File: config.mk
export PLATFORM = sky130hd
export DESIGN_NAME = dpr_top
export DESIGN_NICKNAME = d
export VERILOG_FILES = /design/src/rtl/dpr_pkg.sv /design/src/rtl/dpr_arbiter.sv /design/src/rtl/dpr_store.sv /design/src/rtl/dpr_port.sv /design/src/rtl/dpr_top.sv
export SDC_FILE = /design/constraint.sdc
export NUM_CORES = 2
export LEC_CHECK = 0
export BUFFER_PORTS_ARGS = -buffer_cell sky130_fd_sc_hd__buf_2
export CAP_MARGIN = 20
export CORE_ASPECT_RATIO = 1.75
export CORE_MARGIN = 3
export CORE_UTILIZATION = 45
export CTS_BUF_LIST = sky130_fd_sc_hd__clkbuf_8
export CTS_CLUSTER_DIAMETER = 80
export CTS_CLUSTER_SIZE = 25
export DETAILED_ROUTE_END_ITERATION = 12
export SLEW_MARGIN = 25
export SYNTH_ARGS = -nofsm -noshare
export SYNTH_HDL_FRONTEND = slang
export SYNTH_SLANG_ARGS = --single-unit
File: constraint.sdc
create_clock -name clk -period 3.8 [get_ports clk]
set_input_delay 0.38 -clock clk [delete_from_list [all_inputs] [get_ports clk]]
set_output_delay 0.38 -clock clk [all_outputs]
set_load 0.1 [all_outputs]
File: src/rtl/dpr_pkg.sv
package dpr_pkg;

    typedef enum logic [1:0] {
        ARB_IDLE  = 2'd0,
        ARB_LEFT  = 2'd1,
        ARB_RIGHT = 2'd2
    } arb_state_t;

    localparam int LANE_W = 8;

endpackage

File: src/rtl/dpr_arbiter.sv
module dpr_arbiter
    import dpr_pkg::*;
#(
    parameter int AW = 6
) (
    input  logic          clk,
    input  logic          rst_n,
    input  logic          master,
    input  logic          lf_sel,
    input  logic          rt_sel,
    input  logic [AW-1:0] lf_addr,
    input  logic [AW-1:0] rt_addr,
    output logic          lf_busy,
    output logic          rt_busy
);

    arb_state_t    state_q, state_d, owner;
    logic          lf_sel_q, rt_sel_q;
    logic [AW-1:0] lf_addr_q, rt_addr_q;
    logic          clash, lf_new, rt_new;

    always_comb begin
        clash  = lf_sel && rt_sel && (lf_addr == rt_addr);
        lf_new = !lf_sel_q || (lf_addr_q != lf_addr);
        rt_new = !rt_sel_q || (rt_addr_q != rt_addr);
    end

    // next-state logic
    always_comb begin
        state_d = ARB_IDLE;
        unique case (state_q)
            ARB_IDLE: begin
                if (clash)
                    state_d = (lf_new && !rt_new) ? ARB_RIGHT : ARB_LEFT;
            end
            ARB_LEFT, ARB_RIGHT: begin
                state_d = clash ? state_q : ARB_IDLE;
            end
            default: state_d = ARB_IDLE;
        endcase
    end

    // state register and arrival history
    always_ff @(posedge clk or negedge rst_n) begin
        if (!rst_n) begin
            state_q   <= ARB_IDLE;
            lf_sel_q  <= 1'b0;
            rt_sel_q  <= 1'b0;
            lf_addr_q <= '0;
            rt_addr_q <= '0;
        end else begin
            state_q   <= state_d;
            lf_sel_q  <= lf_sel;
            rt_sel_q  <= rt_sel;
            lf_addr_q <= lf_addr;
            rt_addr_q <= rt_addr;
        end
    end

    // outputs: the loser of a live clash is flagged in the same cycle
    always_comb begin
        owner   = (state_q == ARB_IDLE) ? state_d : state_q;
        lf_busy = master && clash && (owner == ARB_RIGHT);
        rt_busy = master && clash && (owner == ARB_LEFT);
    end

endmodule

File: src/rtl/dpr_store.sv
module dpr_store
    import dpr_pkg::*;
#(
    parameter int AW = 6,
    parameter int DW = 32
) (
    input  logic             clk,
    input  logic             lf_we,
    input  logic [DW/8-1:0]  lf_be,
    input  logic [AW-1:0]    lf_addr,
    input  logic [DW-1:0]    lf_wdata,
    input  logic             rt_we,
    input  logic [DW/8-1:0]  rt_be,
    input  logic [AW-1:0]    rt_addr,
    input  logic [DW-1:0]    rt_wdata,
    output logic [DW-1:0]    lf_rword,
    output logic [DW-1:0]    rt_rword
);

    localparam int NB    = DW / LANE_W;
    localparam int DEPTH = 1 << AW;

    logic same_word;
    assign same_word = (lf_addr == rt_addr);

    for (genvar b = 0; b < NB; b++) begin : g_lane
        logic [LANE_W-1:0] lane_mem [DEPTH];
        logic              lf_hit, rt_hit;

        assign lf_hit = lf_we && lf_be[b];
        assign rt_hit = rt_we && rt_be[b];

        // right lane first, left last: left prevails on a shared word
        always_ff @(posedge clk) begin
            if (rt_hit) lane_mem[rt_addr] <= rt_wdata[b*LANE_W +: LANE_W];
            if (lf_hit) lane_mem[lf_addr] <= lf_wdata[b*LANE_W +: LANE_W];
        end

        // read words forward the other port's write of the same cycle
        always_comb begin
            if (lf_hit && same_word)
                rt_rword[b*LANE_W +: LANE_W] = lf_wdata[b*LANE_W +: LANE_W];
            else if (rt_hit && same_word)
                rt_rword[b*LANE_W +: LANE_W] = rt_wdata[b*LANE_W +: LANE_W];
            else
                rt_rword[b*LANE_W +: LANE_W] = lane_mem[rt_addr];

            if (lf_hit && same_word)
                lf_rword[b*LANE_W +: LANE_W] = lf_wdata[b*LANE_W +: LANE_W];
            else if (rt_hit && same_word)
                lf_rword[b*LANE_W +: LANE_W] = rt_wdata[b*LANE_W +: LANE_W];
            else
                lf_rword[b*LANE_W +: LANE_W] = lane_mem[lf_addr];
        end
    end

endmodule

File: src/rtl/dpr_port.sv
module dpr_port #(
    parameter int DW = 32
) (
    input  logic          clk,
    input  logic          rst_n,
    input  logic          cs_n,
    input  logic          rnw,
    input  logic          oe_n,
    input  logic          block,
    input  logic [DW-1:0] rword,
    output logic          wr_go,
    output logic [DW-1:0] rdata,
    output logic          drive
);

    logic rd_go;

    always_comb begin
        wr_go = !cs_n && !rnw && !block;
        rd_go = !cs_n && rnw && !oe_n;
    end

    always_ff @(posedge clk or negedge rst_n) begin
        if (!rst_n) begin
            rdata <= '0;
            drive <= 1'b0;
        end else begin
            drive <= rd_go;
            rdata <= rd_go ? rword : '0;
        end
    end

endmodule

File: src/rtl/dpr_top.sv
module dpr_top #(
    parameter int ADDR_W = 6,
    parameter int DATA_W = 32
) (
    input  logic                  clk,
    input  logic                  rst_n,
    input  logic                  master_i,
    input  logic                  lf_cs_n,
    input  logic                  lf_rnw,
    input  logic                  lf_oe_n,
    input  logic [DATA_W/8-1:0]   lf_be,
    input  logic [ADDR_W-1:0]     lf_addr,
    input  logic [DATA_W-1:0]     lf_wdata,
    output logic [DATA_W-1:0]     lf_rdata,
    output logic                  lf_drive,
    output logic                  lf_busy_o,
    input  logic                  lf_busy_i,
    input  logic                  rt_cs_n,
    input  logic                  rt_rnw,
    input  logic                  rt_oe_n,
    input  logic [DATA_W/8-1:0]   rt_be,
    input  logic [ADDR_W-1:0]     rt_addr,
    input  logic [DATA_W-1:0]     rt_wdata,
    output logic [DATA_W-1:0]     rt_rdata,
    output logic                  rt_drive,
    output logic                  rt_busy_o,
    input  logic                  rt_busy_i
);

    logic              lf_block, rt_block, lf_we, rt_we;
    logic [DATA_W-1:0] lf_rword, rt_rword;

    assign lf_block = master_i ? lf_busy_o : lf_busy_i;
    assign rt_block = master_i ? rt_busy_o : rt_busy_i;

    dpr_arbiter #(.AW(ADDR_W)) u_arb (
        .clk     (clk),
        .rst_n   (rst_n),
        .master  (master_i),
        .lf_sel  (!lf_cs_n),
        .rt_sel  (!rt_cs_n),
        .lf_addr (lf_addr),
        .rt_addr (rt_addr),
        .lf_busy (lf_busy_o),
        .rt_busy (rt_busy_o)
    );

    dpr_port #(.DW(DATA_W)) u_lf (
        .clk   (clk),
        .rst_n (rst_n),
        .cs_n  (lf_cs_n),
        .rnw   (lf_rnw),
        .oe_n  (lf_oe_n),
        .block (lf_block),
        .rword (lf_rword),
        .wr_go (lf_we),
        .rdata (lf_rdata),
        .drive (lf_drive)
    );

    dpr_port #(.DW(DATA_W)) u_rt (
        .clk   (clk),
        .rst_n (rst_n),
        .cs_n  (rt_cs_n),
        .rnw   (rt_rnw),
        .oe_n  (rt_oe_n),
        .block (rt_block),
        .rword (rt_rword),
        .wr_go (rt_we),
        .rdata (rt_rdata),
        .drive (rt_drive)
    );

    dpr_store #(.AW(ADDR_W), .DW(DATA_W)) u_mem (
        .clk      (clk),
        .lf_we    (lf_we),
        .lf_be    (lf_be),
        .lf_addr  (lf_addr),
        .lf_wdata (lf_wdata),
        .rt_we    (rt_we),
        .rt_be    (rt_be),
        .rt_addr  (rt_addr),
        .rt_wdata (rt_wdata),
        .lf_rword (lf_rword),
        .rt_rword (rt_rword)
    );

endmodule

==> reports/summary.md <==
• **post-route cell area** 0.136 mm2
• **maximum number of buffers from clock root to sink** 3
• **status** finished clean
• **global-route total usage across every layer** 47.3%
• **WS Path Type** in2reg
• **total grt overflow** 0
• **cells after synthesis** 9,237
• **utilization after layout** 51.6%
• **Critical Path Sink Type** flip-flop
• **crit path max fanout** 22
• **Post-synth top flop** edfxtp_1
• **fraction of the cycle the final worst path needs** 99.8%
• **fmax** 264 MHz
• **Clock Pin Slew Worst Setup and Hold Paths** 170 ps
• **EDFF count, synth** 2,048
• **via count of the first global-routing pass** 97,600
• **IO buf count** 162
• **source-to-sink clock delay at the later pin of the worst-skew pair** 1050 ps
• **most crowded layer after global routing** met2
• **global routing usage on met3** 14.6%
• **Worst Path Required** 4810 ps
• **clock tree from TritonCTS** built
• **Sinks on Clock Net** 2,130
• **number of post-CTS setup repair buffers** 0
• **min cycle time layout** 3790 ps
• **ratio of total power to cell area** 328 mW/mm2
• **slew at the pin closest to its max-slew limit** 1260 ps
• **origin of the critical flop-to-flop path** u_arb.state_q[0]$_DFF_PN0_
• **number of design-rule violations left by the first detailed-router iteration** 19,100
• **post-synthesis sequential area ratio** 53.3%
• **post-route antenna net violation count** 0
• **Yosys warning count** 0
• **number of vias in the routed layout** 105,000
• **final count of negative-setup-slack endpoints** 0
• **post-detailed-placement half-perimeter wirelength** 459,000 um
• **register bit count reported by yosys** 2,130
• **final setup TNS** 0 ps
• **initial core utilization** 45.3%
• **number of design rule violations left after detail routing** 0
• **number of inserted filler cells in the final layout** 23,000
• **Final Slew Violations** 0
• **placer congestion estimate** 1.04
• **worst setup path endpoint** u_rt.rdata[15]$_DFF_PN0_
• **total cell area at the placement stage** 0.133 mm2
• **post-synth net total** 9,334
• **Total Die Area** 0.271 mm2
• **crit path launch type** input pin
• **CTS Root Buffer Type** clkbuf_8
• **post-route setup slack** 6.27 ps
• **antenna violations before repair** 111
• **drt via density** 7.75
• **FFs w/ async S/R, synth** 3.85%
• **area leader, netlist** edfxtp_1
• **H-tree levels** 3
• **Critical Path Source** rt_addr[0]
• **overall die height** 687 um
• **peak supply drop** 479 uV
• **share of the synthesized area in the top cell type** 51.6%
• **DR pass1 iterations** 13
• **clock buffer count from CTS** 110
• **DRT Wirelength** 664,000 um
• **reported max-cap violation count** 0
• **biggest area contributors in the synthesized netlist** edfxtp_1, mux2_1, o22ai_1, mux2_2, nand2_8
• **met2 Usage GRT** 71.1%
• **setup slack on the worst flop-to-flop path** 300 ps
• **Hold/Removal Path Class** in2reg
• **post-synthesis instance area** 0.119 mm2
• **RSZ-0062 raised after global routing** false
• **per-instance average area after synthesis** 12.9 um2
• **reg-to-reg critical path endpoint** u_mem.g_lane[1].lane_mem[33][2]$_DFFE_PP_
• **setup clock skew after layout** 49.4 ps
• **Die X-Extent** 395 um
• **I/O Pins** 163
• **depth of the most critical reg-to-reg path** 9
• **standby leakage power** 45.0 nW
• **core area** 0.263 mm2
• **met1 Resource Use GR** 54.2%
• **Placement Setup Slack** -258 ps
• **maximum number of pins on one net before global-route repair** 66
• **worst relative slew slack** 15.7%
• **hold violation total from the final report** 0
• **count of nets after finishing** 9,907
• **fraction of final layout cells sized beyond drive strength 1** 24.9%
• **wire length of the first global-routing pass** 882,000 um
• **worst hold slack after final layout** 62.6 ps
• **routed wire length per instance** 49.2 um
• **FP Rows** 249
• **Synth-to-Final Area Change** 13.9%
• **number of distinct library cell variants in the gate-level netlist after synthesis** 97
• **Worst EP arrival** 4810 ps
## power by group
| group | switching, mW | internal (mW) |
|---|---|---|
| sequential | 0.0965 | 25.8 |
| combinational | 4.88 | 2.25 |
| clock | 8.41 | 3.12 |
## state kept, by name, indices dropped and copies added, names as in the netlist
register and count:
u_mem.g_lane.lane_mem 2048, u_lf.rdata 32, u_rt.rdata 32, u_arb.lf_addr_q 6, u_arb.rt_addr_q 6, u_arb.state_q 2, u_arb.lf_sel_q 1, u_arb.rt_sel_q 1
u_lf.drive 1, u_rt.drive 1
## cell families after synthesis
kind of cell             after synthesis  share of synthesized area [%]
AO/OA/AOI/OAI                       2700                           14.9
XOR/XNOR                              18                          0.132
adder cells (fa/ha/maj)                2                         0.0210
buffers and inverters               1073                           4.12
flip-flops                          2130                           53.3
multiplexers                        2131                           20.3
AND/OR/NAND/NOR                     1183                           7.25
## layer usage
layer,wire (um),vias to the layer above
met5,427,-
met4,77600,66
met3,82700,3057
met2,287000,10200
met1,216000,52500
li1,-,38800
## timing repair
action / 4_1_cts / 5_1_grt
gates resized for setup: 0 / 0
hold buffers: 29 / 6
hold endpoints to repair: 103 / 44
## worst min-delay path by stage
stage                                   end  startpoint  depth (start not counted)  slack, ps
3_3_place_gp       u_lf.rdata[31]$_DFF_PN0_       rst_n                          1        580
4_1_cts            u_lf.rdata[31]$_DFF_PN0_       rst_n                          2        0.7
3_5_place_dp   u_arb.rt_addr_q[3]$_DFF_PN0_  rt_addr[3]                          1        570
6_report           u_rt.rdata[24]$_DFF_PN0_    lf_be[3]                          3         60
2_1_floorplan  u_arb.lf_addr_q[0]$_DFF_PN0_       rst_n                          0         80
5_1_grt            u_rt.rdata[27]$_DFF_PN0_    lf_be[3]                          4         40
## worst max-delay path, cell delays in order
cell and delay, ps:
dlygate4sd3_1 530, buf_2 390, nand3b_1 290, buf_12 270, buf_12 250, buf_12 210, o22ai_1 90, nor4_1 790
o22ai_1 210, nor3_1 730, a31oi_1 220, a21oi_1 210, buf_4 130
## cells in the mapped netlist, drive strengths merged (20+ instances only)
cell type  number
edfxtp       2048
mux2i          43
clkbuf        573
buf           486
or4            50
mux2         2073
a211oi         20
o22a          155
o221ai        157
a21oi          87
nand2         403
nand3          43
o21ai         297
o31ai          86
nor3           98
a31oi          21
nor4          246
o41ai          24
o22ai        1740
nor2          217
dfrtp          82
## per-stage QoR
| stage | cells | total power [mW] |
|---|---|---|
| after floorplan | 9237 | 29.8 |
| after detailed placement | 13200 | 33.1 |
| after global routing | 13400 | 45.2 |
| after CTS | 13400 | 44.1 |
| final | 13500 | 44.6 |
| after global placement | 13200 | 33.0 |
## cells in the final DEF (no fill, tap or decap), drive strengths merged, types with 21 or more instances in the layout
master	netlist	final
nand3	43	43
diode	0	86
dlygate4sd3	0	35
a31oi	21	21
o31ai	86	86
nor2	217	217
inv	14	76
or4	50	50
a21oi	87	87
mux2i	43	43
o221ai	157	157
o22ai	1740	1740
mux2	2073	2073
nand2	403	403
nor3	98	98
nor4	246	246
clkbuf	573	114
o22a	155	155
o41ai	24	24
buf	486	1485
o21ai	297	297
dfrtp	82	82
edfxtp	2048	2048
## cell type report
| class | count | area [um2] | area share [%] |
|---|---|---|---|
| multi-input combinational | 6034 | 51000 | 37.6 |
| clock inverter | 87 | 688 | 0.507 |
| clock buffer | 114 | 1570 | 1.16 |
| sequential | 2130 | 63600 | 46.8 |
| inverter | 14 | 52.6 | 0.0387 |
| tap | 3514 | 4400 | 3.24 |
| antenna | 86 | 215 | 0.159 |
| timing repair buffer | 1520 | 14200 | 10.5 |
No activity file was read; power rests on OpenSTA's default activity.
